## config.mk

```make
export PLATFORM = sky130hd
export DESIGN_NAME = pkt_rx_deframer
export DESIGN_NICKNAME = d
export VERILOG_FILES = /design/src/rtl/pkt_rx_pkg.sv /design/src/rtl/rx_start_detect.sv /design/src/rtl/rx_crc16.sv /design/src/rtl/rx_buffer.sv /design/src/rtl/pkt_rx_deframer.sv
export SDC_FILE = /design/constraint.sdc
export NUM_CORES = 1
export LEC_CHECK = 0
export BUFFER_PORTS_ARGS = -buffer_cell sky130_fd_sc_hd__buf_2
export CAP_MARGIN = 20
export CELL_PAD_IN_SITES_DETAIL_PLACEMENT = 1
export CELL_PAD_IN_SITES_GLOBAL_PLACEMENT = 1
export CORE_ASPECT_RATIO = 0.9
export CORE_MARGIN = 5
export CORE_UTILIZATION = 46
export DETAILED_ROUTE_END_ITERATION = 12
export PLACE_DENSITY_LB_ADDON = 0.1
export SETUP_SLACK_MARGIN = 0.4
export SYNTH_ARGS = -nofsm -noshare
export SYNTH_HDL_FRONTEND = slang
export SYNTH_SLANG_ARGS = --single-unit
```

## constraint.sdc

```tcl
create_clock -name clk -period 2.4 [get_ports clk]
set_input_delay 0 -clock clk [delete_from_list [all_inputs] [get_ports clk]]
set_output_delay 0 -clock clk [all_outputs]
set_load 0.01 [all_outputs]
```

## src/rtl/pkt_rx_pkg.sv

```systemverilog
package pkt_rx_pkg;
  localparam logic [15:0] CRC_POLY = 16'h1021;
  localparam logic [15:0] CRC_SEED = 16'h0000;

  typedef enum logic [2:0] {
    ST_IDLE,
    ST_LEN,
    ST_BODY,
    ST_CHI,
    ST_CLO
  } rx_state_t;

  function automatic logic [15:0] crc16_next(input logic [15:0] c, input logic [7:0] d);
    logic [15:0] r;
    r = c ^ {d, 8'h00};
    for (int i = 0; i < 8; i++) begin
      r = r[15] ? ((r << 1) ^ CRC_POLY) : (r << 1);
    end
    return r;
  endfunction
endpackage

```

## src/rtl/rx_start_detect.sv

```systemverilog
module rx_start_detect (
  input  logic clk,
  input  logic rst,
  input  logic frame_en,
  input  logic mark_hit,
  input  logic corr_hit,
  output logic sop
);
  logic mark_q, corr_q;

  always_ff @(posedge clk) begin
    if (rst) begin
      mark_q <= 1'b0;
      corr_q <= 1'b0;
    end else begin
      mark_q <= mark_hit;
      corr_q <= corr_hit;
    end
  end

  assign sop = frame_en ? (mark_hit & mark_q) : (corr_hit & corr_q);

  // a framed start needs a marker hit in the previous cycle
  p_framed_pair_r1: assert property (@(posedge clk) disable iff (rst)
    (sop && frame_en) |-> $past(mark_hit));
  // an unframed start needs a correlator hit in the previous cycle
  p_unframed_pair_r2: assert property (@(posedge clk) disable iff (rst)
    (sop && !frame_en) |-> $past(corr_hit));
endmodule

```

## src/rtl/rx_crc16.sv

```systemverilog
module rx_crc16
  import pkt_rx_pkg::*;
(
  input  logic        clk,
  input  logic        rst,
  input  logic        clr,
  input  logic        en,
  input  logic [7:0]  din,
  output logic [15:0] crc
);
  always_ff @(posedge clk) begin
    if (rst || clr) crc <= CRC_SEED;
    else if (en)    crc <= crc16_next(crc, din);
  end
endmodule

```

## src/rtl/rx_buffer.sv

```systemverilog
module rx_buffer #(
  parameter int DEPTH = 16,
  parameter int DW    = 8
) (
  input  logic          clk,
  input  logic          rst,
  input  logic          clr,
  input  logic          wr_en,
  input  logic [DW-1:0] wr_data,
  input  logic          rd_en,
  output logic [DW-1:0] rd_data,
  output logic          empty,
  output logic          underflow
);
  localparam int AW = $clog2(DEPTH);
  localparam logic [AW:0] FULL = (AW+1)'(DEPTH);

  logic [DW-1:0] mem [DEPTH];
  logic [AW-1:0] wptr, rptr;
  logic [AW:0]   cnt;
  logic          do_wr, do_rd;

  assign empty = (cnt == '0);
  assign do_wr = wr_en && (cnt != FULL) && !clr;
  assign do_rd = rd_en && !empty && !clr;

  always_ff @(posedge clk) begin
    if (do_wr) mem[wptr] <= wr_data;
  end

  always_ff @(posedge clk) begin
    if (rst) begin
      rd_data <= '0;
    end else if (do_rd) begin
      rd_data <= mem[rptr];
    end
  end

  always_ff @(posedge clk) begin
    if (rst || clr) begin
      wptr <= '0;
      rptr <= '0;
      cnt  <= '0;
    end else begin
      if (do_wr) wptr <= (wptr == AW'(DEPTH-1)) ? '0 : wptr + 1'b1;
      if (do_rd) rptr <= (rptr == AW'(DEPTH-1)) ? '0 : rptr + 1'b1;
      cnt <= cnt + (AW+1)'(do_wr) - (AW+1)'(do_rd);
    end
  end

  always_ff @(posedge clk) begin
    if (rst) underflow <= 1'b0;
    else if (rd_en && empty && !clr) underflow <= 1'b1;
  end

  // the writer never offers a byte to a full buffer
  p_no_overflow_r5: assert property (@(posedge clk) disable iff (rst)
    wr_en |-> (cnt != FULL));
  // underflow is sticky
  p_underflow_sticky_r9: assert property (@(posedge clk) disable iff (rst)
    underflow |=> underflow);
  // an empty read leaves the data register alone
  p_empty_read_hold_r9: assert property (@(posedge clk) disable iff (rst)
    (rd_en && empty) |=> $stable(rd_data));
endmodule

```

## src/rtl/pkt_rx_deframer.sv

```systemverilog
module pkt_rx_deframer
  import pkt_rx_pkg::*;
#(
  parameter int BUF_DEPTH = 16,
  parameter int LEN_W     = 8
) (
  input  logic       clk,
  input  logic       rst,
  input  logic       byte_vld,
  input  logic [7:0] byte_in,
  input  logic       mark_hit,
  input  logic       corr_hit,
  input  logic       frame_en,
  input  logic       auto_ack_en,
  input  logic       abort_in,
  input  logic       rd_en,
  output logic [7:0] rd_data,
  output logic       rd_empty,
  output logic       underflow,
  output logic       busy,
  output logic       pkt_done,
  output logic       crc_good,
  output logic       crc_bad,
  output logic       ack_req,
  output logic       len_ovf
);
  localparam logic [LEN_W-1:0] DEPTH_L = LEN_W'(BUF_DEPTH);

  rx_state_t        state;
  logic [LEN_W-1:0] len_q, got_q;
  logic [7:0]       hi_q;
  logic [15:0]      crc_val;
  logic             sop_det, sop_ok, take, crc_en, wr_en;

  rx_start_detect i_start (
    .clk(clk), .rst(rst), .frame_en(frame_en),
    .mark_hit(mark_hit), .corr_hit(corr_hit), .sop(sop_det)
  );

  assign sop_ok = sop_det && (state == ST_IDLE) && !abort_in;
  assign take   = byte_vld && !abort_in;
  assign crc_en = take && ((state == ST_LEN) || (state == ST_BODY));
  assign wr_en  = take && (state == ST_BODY) && (got_q < DEPTH_L);

  rx_crc16 i_crc (
    .clk(clk), .rst(rst), .clr(sop_ok), .en(crc_en),
    .din(byte_in), .crc(crc_val)
  );

  rx_buffer #(.DEPTH(BUF_DEPTH), .DW(8)) i_buf (
    .clk(clk), .rst(rst), .clr(sop_ok), .wr_en(wr_en), .wr_data(byte_in),
    .rd_en(rd_en), .rd_data(rd_data), .empty(rd_empty), .underflow(underflow)
  );

  always_ff @(posedge clk) begin
    if (rst) begin
      state    <= ST_IDLE;
      len_q    <= '0;
      got_q    <= '0;
      hi_q     <= '0;
      pkt_done <= 1'b0;
      crc_good <= 1'b0;
      crc_bad  <= 1'b0;
      ack_req  <= 1'b0;
      len_ovf  <= 1'b0;
    end else begin
      pkt_done <= 1'b0;
      crc_good <= 1'b0;
      crc_bad  <= 1'b0;
      ack_req  <= 1'b0;
      if (abort_in) begin
        state <= ST_IDLE;
      end else begin
        case (state)
          ST_IDLE: if (sop_det) begin
            state   <= ST_LEN;
            len_ovf <= 1'b0;
          end
          ST_LEN: if (byte_vld) begin
            len_q   <= byte_in;
            got_q   <= '0;
            len_ovf <= (byte_in > DEPTH_L);
            state   <= (byte_in == '0) ? ST_CHI : ST_BODY;
          end
          ST_BODY: if (byte_vld) begin
            got_q <= got_q + 1'b1;
            if (got_q == len_q - 1'b1) state <= ST_CHI;
          end
          ST_CHI: if (byte_vld) begin
            hi_q  <= byte_in;
            state <= ST_CLO;
          end
          ST_CLO: if (byte_vld) begin
            pkt_done <= 1'b1;
            crc_good <= ({hi_q, byte_in} == crc_val);
            crc_bad  <= ({hi_q, byte_in} != crc_val);
            ack_req  <= ({hi_q, byte_in} == crc_val) && auto_ack_en;
            state    <= ST_IDLE;
          end
          default: state <= ST_IDLE;
        endcase
      end
    end
  end

  assign busy = (state != ST_IDLE);

  // every end of packet carries exactly one verdict
  p_one_verdict_r4: assert property (@(posedge clk) disable iff (rst)
    pkt_done |-> (crc_good != crc_bad));
  // acknowledge only with a good CRC
  p_ack_good_only_r7: assert property (@(posedge clk) disable iff (rst)
    ack_req |-> crc_good);
  // end of packet is a single-cycle pulse
  p_done_single_r3: assert property (@(posedge clk) disable iff (rst)
    pkt_done |=> !pkt_done);
  // with no byte and no abort, a packet in progress stays in progress
  p_busy_holds_r8: assert property (@(posedge clk) disable iff (rst)
    (busy && !abort_in && !byte_vld) |=> busy);
  // abort always returns to idle
  p_abort_idle_r8: assert property (@(posedge clk) disable iff (rst)
    abort_in |=> !busy);
  // an oversize length raises the overflow flag
  p_long_len_flag_r6: assert property (@(posedge clk) disable iff (rst)
    (state == ST_LEN && byte_vld && !abort_in && byte_in > DEPTH_L) |=> len_ovf);
endmodule

```

# After elaboration in Yosys (flattened, before gate mapping)
# Memories as Yosys holds them, arrays and structs flattened. A register that Yosys moved wholly into a read port is not among the register bits.
# Index checks and enable logic that the tools add are counted.
[word_totals] register_bits=64 latch_bits=0 mem_bits_rw=128 romBits=0 input_bits=17 elab_cells=115 mem_count=1
[classes] addsub=6 n_mul=0 div=0 order_cmp=2 n_eq_ne=16 shift=0 muxes=28 bitwise_logic=14 reduce_logical=32
[memory_table] name="i_buf.mem" words=16 word_bits=8 read_ports=1 rd_ports_with_merged_regs=1 wr=1 line="rx_buffer.sv:18" text="logic [DW-1:0] mem [DEPTH];"
[ops] op="13-bit 2-to-1 mux" count=8
[ops] op="3-bit NOT" count=8
[ops] op="3-bit 2-to-1 mux" count=6
[ops] op="16-bit == test" count=1
[ops] op="8-bit 2-to-1 mux" count=2
[ops] op="16-bit != test" count=1
[ops] op="8-bit case mux with 2 select lines" count=1
[ops] op="16-bit bitwise XOR" count=1
[ops] op="3-bit case mux with 5 select lines" count=1
[ops] op="1-bit logical AND" count=13
[ops] op="2-bit != test, second input constant" count=5
[ops] op="4-bit by 1-bit adder with 4-bit output, second input constant" count=2
[ops] op="8-bit by 1-bit adder with 8-bit output, second input constant" count=1
[ops] op="4-bit == test, second input constant" count=2
[ops] op="8-bit == test" count=1
[ops] op="8-bit by 5-bit greater-than comparator with 1-bit output, second input constant" count=1
[ops] op="8-bit zero test" count=1
[ops] op="8-bit by 5-bit less-than comparator with 1-bit output, second input constant" count=1
[ops] op="4-bit 2-to-1 mux" count=2
[ops] op="4-bit AND reduction" count=2
[ops] op="8-bit by 1-bit subtractor with 8-bit output, second input constant" count=1
[ops] op="1-bit 2-to-1 mux" count=7
[ops] op="3-bit by 2-bit == test with 1-bit output, second input constant" count=2
[ops] op="3-bit AND reduction" count=2
[ops] op="other kinds (19)" count=26

# Logic depth before layout (Yosys ltp)
# Gate-level depths: netlist (run 1).
[logic_depth] depth_word=17 depth_mapped=15

# By module
# Synthesis (run 1) repeated with hierarchy kept, for this count alone.
[hier_totals] hier_cells=631 hier_area_um2=8934.8
[modules_own_cells] module="rx_buffer" instances=1 cells_per_inst=328 area_each_um2=6099.6 seq_area_each_um2=4284.1
[modules_own_cells] module="pkt_rx_deframer" instances=1 cells_per_inst=216 area_each_um2=1811.7 seq_area_each_um2=640.6
[modules_own_cells] module="rx_crc16" instances=1 cells_per_inst=80 area_each_um2=957.2 seq_area_each_um2=320.3
[modules_own_cells] module="rx_start_detect" instances=1 cells_per_inst=7 area_each_um2=66.3 seq_area_each_um2=40.0

# Worst setup path before layout (run 1)
# OpenSTA, ideal clock, no wires.
[synth_path] path_type="register to register" start="register i_buf.cnt[3]" end="register i_buf.cnt[4]" setup_ns=0.070 arrival_time_ns=2.821 setup_slack_ns=-0.491 stages_incl_launch_ff=16 synth_period_minus_slack_ns=2.891 path_cell_list="dfxtp_1 -> inv_1 -> ha_1 -> nor4b_1 -> a311o_1 -> inv_1 -> ha_1 -> inv_1 -> ha_1 -> inv_1 -> fa_1 -> inv_1 -> a21oi_1 -> nor2_1 -> or3_1 -> a21oi_1"
[synth_between] elab_chain_cells=5 elab_cells_between_ends=9 cone_classes="2 x add/sub; 1 x eq/ne; 6 x reduce/logical"
[synth_lines] item="start: declaration" line="rx_buffer.sv:20" text="logic [AW:0] cnt;"
[synth_lines] item="start signal: assignment" line="rx_buffer.sv:47" text="cnt <= cnt + (AW+1)'(do_wr) - (AW+1)'(do_rd);"
[synth_lines] item="5-bit zero test" line="rx_buffer.sv:23" text="assign empty = (cnt == '0);"
[synth_lines] item="via rd_empty" line="pkt_rx_deframer.sv:18" text="output logic rd_empty,"
[synth_lines] item="1-bit zero test" line="rx_buffer.sv:25" text="assign do_rd = rd_en && !empty && !clr;"
[synth_lines] item="1-bit logical AND (2 in series)" line="rx_buffer.sv:25"
[synth_lines] item="via i_buf.do_rd" line="rx_buffer.sv:21" text="logic do_wr, do_rd;"
[synth_lines] item="5-bit by 1-bit subtractor with 5-bit output" line="rx_buffer.sv:47"
# The timed path passes the listed nets, and every way through them passes these cells.
# A chain may end at the register's enable or synchronous reset.

# Worst setup path in the final report (run 1)
[layout_path] start="register i_buf.cnt[3]" end="register i_buf.cnt[4]"
[layout_between] elab_chain_cells=5 elab_cells_between_ends=9 cone_classes="2 x add/sub; 1 x eq/ne; 6 x reduce/logical"
[layout_lines] item="5-bit zero test" line="rx_buffer.sv:23"
[layout_lines] item="1-bit zero test" line="rx_buffer.sv:25"
[layout_lines] item="1-bit logical AND (2 in series)" line="rx_buffer.sv:25"
[layout_lines] item="via i_buf.do_rd" line="rx_buffer.sv:21"
[layout_lines] item="5-bit by 1-bit subtractor with 5-bit output" line="rx_buffer.sv:47"
# The timed path passes the listed nets, and every way through them passes these cells.

==> impl_metrics.csv, run 1 <==
group,metric,value,unit
run_status,status,"finished, violations left",
run_status,violations,"negative setup slack",
sta,relSlewSlack,50.01,%
sta,final_hold_viol_count,0,
cts,htree_levels,4,
critical_path,crit_fanout,2,
route,antenna_left,0,
grt,grt_max_degree,36,
grt,grtUsageMet1,29.58,%
cts,numCtsBuffers,17,
grt,use_met3,4.781,%
power,power_frac_clock,34.5,%
sta,drv_slew,0,
final_layout,layout-drive-gt1-share,28.92,%
placed_design,dp_hpwl,14.72,mm
final_layout,stdcell_count,992,
critical_path,startpoint_type,"flop",
sta,finalWorstSetupSlack,-0.08856,ns
final_layout,nFillCells,1815,
die,core-area,18350,sq um
sta,fin_tns_setup,-0.08856,ns
die,initial_core_util,46.69,%
power,p_per_area,807.9,nW/um^2
synth,synth-main-ff-cell,"edfxtp_1",
synth,async_flop_share,0,%
final_layout,layout_common_cells,"edfxtp_1 (128), dfxtp_1 (67), nor2_1 (57)",
synth,synth_area,8566,sq um
power,ir_worst_vdd,0.5830,mV
die,dieHeight,139.5,microns
grt,grt_pass1_vias,5896,
sta,skew,0.01379,ns
final_layout,num_antenna_cells,0,
worst_hold_path,min_path_cells,1,
sta,rsz0062_at_grt,"yes",
critical_path,r2r_slack,-0.09,ns
cts,clkTransAtPathRegs,0.07,ns
synth,synth.largest_area_cell,"edfxtp_1",
critical_path,r2r_cells,15,
cts,clockRootBuffer,"clkbuf_16",
final_layout,final_util,57.63,%
die,die_x,153.8,microns
power,fin_total_pwr,8.543,mW
cts,clock_sinks,200,
grt,top_usage_layer,"met2",
sta,tightest_slew,0.7482,ns
worst_hold_path,min_to,"i_buf.mem[2][5]$_DFFE_PP_",
synth,synth-edff-count,128,
synth,seq_area_frac_synth,61.70,%
grt,grt_pass1_wl,34.63,mm
route,drc,0,
critical_path,reg2reg_to,"i_buf.cnt[4]$_SDFF_PP0_",
power,cellInternalPower,6.311,mW
sta,finalSetupViolCount,1,
power,switchingPower,2.232,mW
critical_path,path_class,"reg2reg",
critical_path,setup.worst_path.end_class,"flop",
synth,ys_ff_latch,200,
placed_design,io_buffers,32,
die,num_io_pins,33,
worst_hold_path,hp-start,"byte_in[5]",
final_layout,final_common_cell,"edfxtp_1",
power,seqPwrFrac,44.7,%
synth,synthTopCellsByArea,"edfxtp_1 (45%), dfxtp_1 (17%), mux4_2 (8.4%)",
synth,syn_inst,646,
grt,gr-total-overflow,0,
grt,met2_usage,34.20,%
final_layout,nets,765,
critical_path,reg2reg_from,"i_buf.cnt[3]$_SDFF_PP0_",
route,routed_via_density,5.576,
sta,post-route-min-period,2.489,ns
synth,synth_area_per_cell,13.26,sq um
route,vias,5531,
grt,grt_usage,21.23,%
placed_design,place_congestion,0.8173,
route,first_pass_iters,5,
synth,ys_types,50,
final_layout,area_growth,23.44,%
power,p_sw_share,26.12,%
synth,synth_top_cell_area_share,44.87,%
critical_path,critical_path_required,2.77,ns
synth,ys.warnings.count,0,
worst_hold_path,min_path_type,"in2reg",
power,power.static_leakage,3.733,nW
cts,clock_latency,0.44,ns
route,initialDrtViolationCount,276,
power,power_frac_comb,20.8,%
cts,cts_tree,"yes",
sta,fmax,401.8,MHz
grt,antenna_found_initial,1,
placed_design,dp_cells,931,
die,dieArea,21450,sq um
die,rows,47,
job,drv_cap,0,
cts,cts.path.max_buffers,2,
route,wirelength,22.21,mm
route,post_drt_wl_per_cell,22.39,microns
sta,period_share,103.7,%
critical_path,arrival,2.86,ns
synth,syn_nets,677,
==> cells by family after synthesis <==
logic type               synth area share (%)
AO/OA/AOI/OAI                           6.676
XOR/XNOR                                5.419
adder cells (fa/ha/maj)                 2.133
buffers and inverters                   2.483
flip-flops                              61.70
multiplexers                            10.88
AND/OR/NAND/NOR                         10.71
==> worst max-delay path by stage <==
stage	start	to	cells after the start
2_1_floorplan	i_buf.cnt[3]$_SDFF_PP0_	i_buf.cnt[4]$_SDFF_PP0_	15
3_3_place_gp	got_q[7]$_SDFFE_PP0P_	i_buf.mem[0][5]$_DFFE_PP_	6
3_5_place_dp	i_buf.cnt[2]$_SDFF_PP0_	i_buf.cnt[4]$_SDFF_PP0_	15
4_1_cts	i_buf.cnt[2]$_SDFF_PP0_	i_buf.cnt[4]$_SDFF_PP0_	15
5_1_grt	i_buf.cnt[2]$_SDFF_PP0_	i_buf.cnt[4]$_SDFF_PP0_	15
6_report	i_buf.cnt[3]$_SDFF_PP0_	i_buf.cnt[4]$_SDFF_PP0_	15
==> critical path: stages (launching register included) <==
cell	delay, ns
dfxtp_2	0.33
inv_2	0.08
ha_4	0.13
nor4b_4	0.22
a311o_1	0.19
inv_2	0.06
ha_4	0.26
inv_2	0.04
ha_4	0.15
inv_2	0.05
fa_2	0.20
inv_2	0.04
a21oi_2	0.11
nor2_1	0.05
or3_1	0.37
a21oi_2	0.14
==> per-stage QoR <==
step	hold WS [ns]	setup slack, ns	cell area, sq um
2_1_floorplan	0.09887	-0.1199	8765
3_3_place_gp	0.2036	-0.09792	9520
3_5_place_dp	0.2184	-0.2255	9520
4_1_cts	0.001238	-0.1291	10360
5_1_grt	0.06391	-0.2361	10570
6_report	0.06965	-0.08856	10570
==> power by group through the flow <==
stage	sequential (mW)	clock, mW	combinational [mW]
global placement	3.91	0	1.47
global route	3.83	3.15	1.94
finish	3.82	2.94	1.78
floorplan	3.91	0	0.947
detailed placement	3.93	0	1.52
CTS	3.85	3.01	1.61
==> layer usage <==
| layer | vias to the layer above | wire length (microns) |
|---|---|---|
| li1 | 2581 | - |
| met1 | 2855 | 10490 |
| met2 | 85 | 10700 |
| met3 | 10 | 836 |
| met4 | 0 | 181 |
| met5 | - | 0 |
==> sequential cells by signal (all words and copies together), names as in the netlist, 3 cells and up <==
signal	count
i_buf.rd_data	8
got_q	8
i_crc.crc	16
i_buf.mem	128
state	3
hi_q	8
len_q	8
i_buf.rptr	4
i_buf.cnt	5
i_buf.wptr	4
==> cells in the mapped netlist (13+ instances only) <==
cell / count
nor3_1: 15
edfxtp_1: 128
a21oi_1: 24
clkbuf_1: 25
mux2i_1: 20
xnor2_1: 25
inv_1: 18
o21ai_0: 15
nor2_1: 70
nand2_1: 34
xor2_1: 28
dfxtp_1: 72
ha_1: 13
mux4_2: 32
==> timing repair <==
action / in CTS / in global routing
pin swaps: 20 / 9
hold endpoints to repair: 24 / 1
hold buffers: 9 / 1
setup buffers: 3 / 16
gates resized for setup: 24 / 16
setup endpoints to repair: 142 / 141
==> layout make-up <==
type                       count  area [sq um]  share of cell area, %
timing repair buffer         105         922.1                  8.721
clock buffer                  18         429.2                  4.059
inverter                      18         67.56                 0.6390
tap                          245         306.5                  2.899
multi-input combinational    392          3386                  32.02
sequential                   200          5294                  50.07
clock inverter                14         168.9                  1.597
(Power assumes the default switching activity.)
==> run 2, diff against run 1 <==
--- a/config.mk
+++ b/config.mk
@@ -5,12 +5,11 @@
 export SDC_FILE = /design/constraint.sdc
 export NUM_CORES = 1
 export LEC_CHECK = 0
-export BUFFER_PORTS_ARGS = -buffer_cell sky130_fd_sc_hd__buf_2
-export CAP_MARGIN = 20
+export BUFFER_PORTS_ARGS = -buffer_cell sky130_fd_sc_hd__buf_4
 export CELL_PAD_IN_SITES_DETAIL_PLACEMENT = 1
 export CELL_PAD_IN_SITES_GLOBAL_PLACEMENT = 1
 export CORE_ASPECT_RATIO = 0.9
-export CORE_MARGIN = 5
+export CORE_MARGIN = 1
 export CORE_UTILIZATION = 46
 export DETAILED_ROUTE_END_ITERATION = 12
 export PLACE_DENSITY_LB_ADDON = 0.1
==> impl_metrics.csv, run 2 (same netlist as run 1, synthesis figures left out) <==
group,metric,value,unit
route,post_drt_wl_per_cell,23.09,microns
route,initialDrtViolationCount,329,
final_layout,stdcell_count,992,
final_layout,multiInputGateArea,3420,sq um
grt,antenna_found_initial,1,
sta,final_hold_viol_count,0,
sta,fmax,391.0,MHz
route,antenna_left,0,
die,core-area,17900,sq um
die,initial_core_util,47.85,%
route,first_pass_iters,4,
worst_hold_path,min_path_type,"in2reg",
route,vias,5646,
run_status,violations,"negative setup slack",
cts,clockRootBuffer,"clkbuf_16",
final_layout,layout_common_cells,"edfxtp_1 (128), buf_4 (69), dfxtp_1 (66)",
critical_path,setup.worst_path.end_class,"flop",
critical_path,reg2reg_from,"i_buf.cnt[2]$_SDFF_PP0_",
placed_design,dp_cells,919,
final_layout,top_regs,"i_buf.mem x128, i_crc.crc x16",
sta,finalWorstSetupSlack,-0.1578,ns
die,rows,46,
worst_hold_path,min_to,"i_buf.underflow$_SDFFE_PP0P_",
power,ir_worst_vdd,0.4506,mV
final_layout,regMostFlops,"i_buf.mem",
sta,period_share,106.6,%
grt,grt_pass1_vias,6123,
die,dieArea,19170,sq um
route,routed_via_density,5.692,
cts,clock_latency,0.44,ns
critical_path,path_class,"reg2reg",
cts,clkTransAtPathRegs,0.07,ns
route,drc,0,
critical_path,arrival,2.88,ns
placed_design,dp_hpwl,14.02,mm
sta,rsz0062_at_grt,"yes",
placed_design,postPlaceCellArea,9517,sq um
job,drv_cap,0,
final_layout,fin_area,10780,sq um
cts,numCtsBuffers,17,
cts,clock_sinks,200,
die,num_io_pins,33,
final_layout,register_area,5293,sq um
critical_path,startpoint_type,"flop",
sta,tightest_slew,0.8802,ns
grt,grt_usage,25.03,%
grt,gr-total-overflow,0,
final_layout,largest_register_ffs,128,
final_layout,nets,770,
critical_path,r2r_cells,15,
placed_design,io_buffers,32,
die,dieHeight,131.5,microns
run_status,status,"finished, violations left",
power,power.static_leakage,3.761,nW
cts,htree_levels,4,
placed_design,place_congestion,0.8108,
sta,finalSetupViolCount,2,
sta,relSlewSlack,41.20,%
critical_path,r2r_slack,-0.16,ns
cts,cts.path.max_buffers,2,
grt,grt_max_degree,44,
route,wirelength,22.90,mm
die,die_x,145.8,microns
sta,post-route-min-period,2.558,ns
critical_path,crit_fanout,2,
final_layout,nFillCells,1730,
final_layout,final_common_cell,"edfxtp_1",
sta,drv_slew,0,
final_layout,area_growth,25.87,%
sta,skew,0.01172,ns
grt,grt_pass1_wl,35.56,mm
critical_path,reg2reg_to,"i_buf.cnt[2]$_SDFF_PP0_",
critical_path,critical_path_required,2.72,ns
power,p_per_area,786.3,nW/um^2
worst_hold_path,min_path_cells,5,
final_layout,num_antenna_cells,0,
final_layout,layout-drive-gt1-share,30.05,%
cts,cts_tree,"yes",
worst_hold_path,hp-start,"rd_en",
[run 2: final cells by class]
cell class / instances / share of cell area (%)
clock buffers: 18 / 3.981
clock inverters: 14 / 1.300
inverters: 18 / 0.6499
multi-input cells: 392 / 31.72
flip-flops and latches: 200 / 49.09
well taps: 240 / 2.785
repair buffers: 110 / 10.48
[run 2: how the worst max path moves through the flow]
stage | from | to | slack (ns) | cells past startpoint
floorplan | i_buf.cnt[3]$_SDFF_PP0_ | i_buf.cnt[4]$_SDFF_PP0_ | -0.12 | 15
global placement | got_q[7]$_SDFFE_PP0P_ | i_buf.mem[2][1]$_DFFE_PP_ | -0.11 | 6
detailed placement | i_buf.cnt[3]$_SDFF_PP0_ | i_buf.cnt[4]$_SDFF_PP0_ | -0.17 | 15
CTS | i_buf.cnt[3]$_SDFF_PP0_ | i_buf.cnt[4]$_SDFF_PP0_ | -0.11 | 15
global route | i_buf.cnt[3]$_SDFF_PP0_ | i_buf.cnt[4]$_SDFF_PP0_ | -0.24 | 15
finish | i_buf.cnt[2]$_SDFF_PP0_ | i_buf.cnt[2]$_SDFF_PP0_ | -0.16 | 15
[run 2: worst max-delay path, cell delays in order, from the launching register on]
cell	delay (ns)
dfxtp_2	0.35
inv_2	0.06
ha_4	0.15
nor4b_4	0.13
a311o_1	0.30
inv_2	0.10
ha_4	0.22
inv_4	0.06
ha_4	0.13
inv_2	0.03
fa_2	0.35
buf_4	0.15
buf_6	0.10
buf_4	0.12
xor2_1	0.14
nor2_1	0.05
[run 2: layer usage]
| metal | routed length, microns | vias up | GRT usage, % | part of all wire, % |
|---|---|---|---|---|
| li1 | - | 2588 | - | - |
| met1 | 10120 | 2892 | 33.38 | 44 |
| met2 | 11260 | 135 | 41.04 | 49 |
| met3 | 1036 | 31 | 4.618 | 4.5 |
| met4 | 487 | 0 | 8.772 | 2.1 |
| met5 | 0 | - | 0 | 0 |
[run 2: what timing repair did]
action	CTS	global route
endpoints found under the hold margin	122	0
endpoints found under the setup margin	139	145
pin swaps	25	12
hold buffers	15	0
gates resized for setup	32	18
gates cloned	1	0
setup buffers	16	9
[run 2: through the flow]
stage	setup TNS [ns]	power [mW]	util, %	hold WS [ns]	setup slack [ns]
floorplan	-0.1199	4.854	-	0.09887	-0.1199
global placement	-4.598	5.377	53.17	0.2047	-0.1096
detailed placement	-6.671	5.445	53.17	0.2066	-0.1706
CTS	-0.1606	8.392	59.21	0.04169	-0.1079
global route	-0.6249	8.771	60.23	0.06802	-0.2384
finish	-0.2968	8.478	60.23	0.05830	-0.1578
[run 2: where the power goes]
group          internal, mW  leakage (nW)  total (mW)  switching [mW]
Combinational         0.933          1.76        1.83           0.902
Clock                  1.46         0.269        2.83            1.37
Sequential             3.75          1.74        3.82          0.0705
Total                  6.14          3.76        8.48            2.34
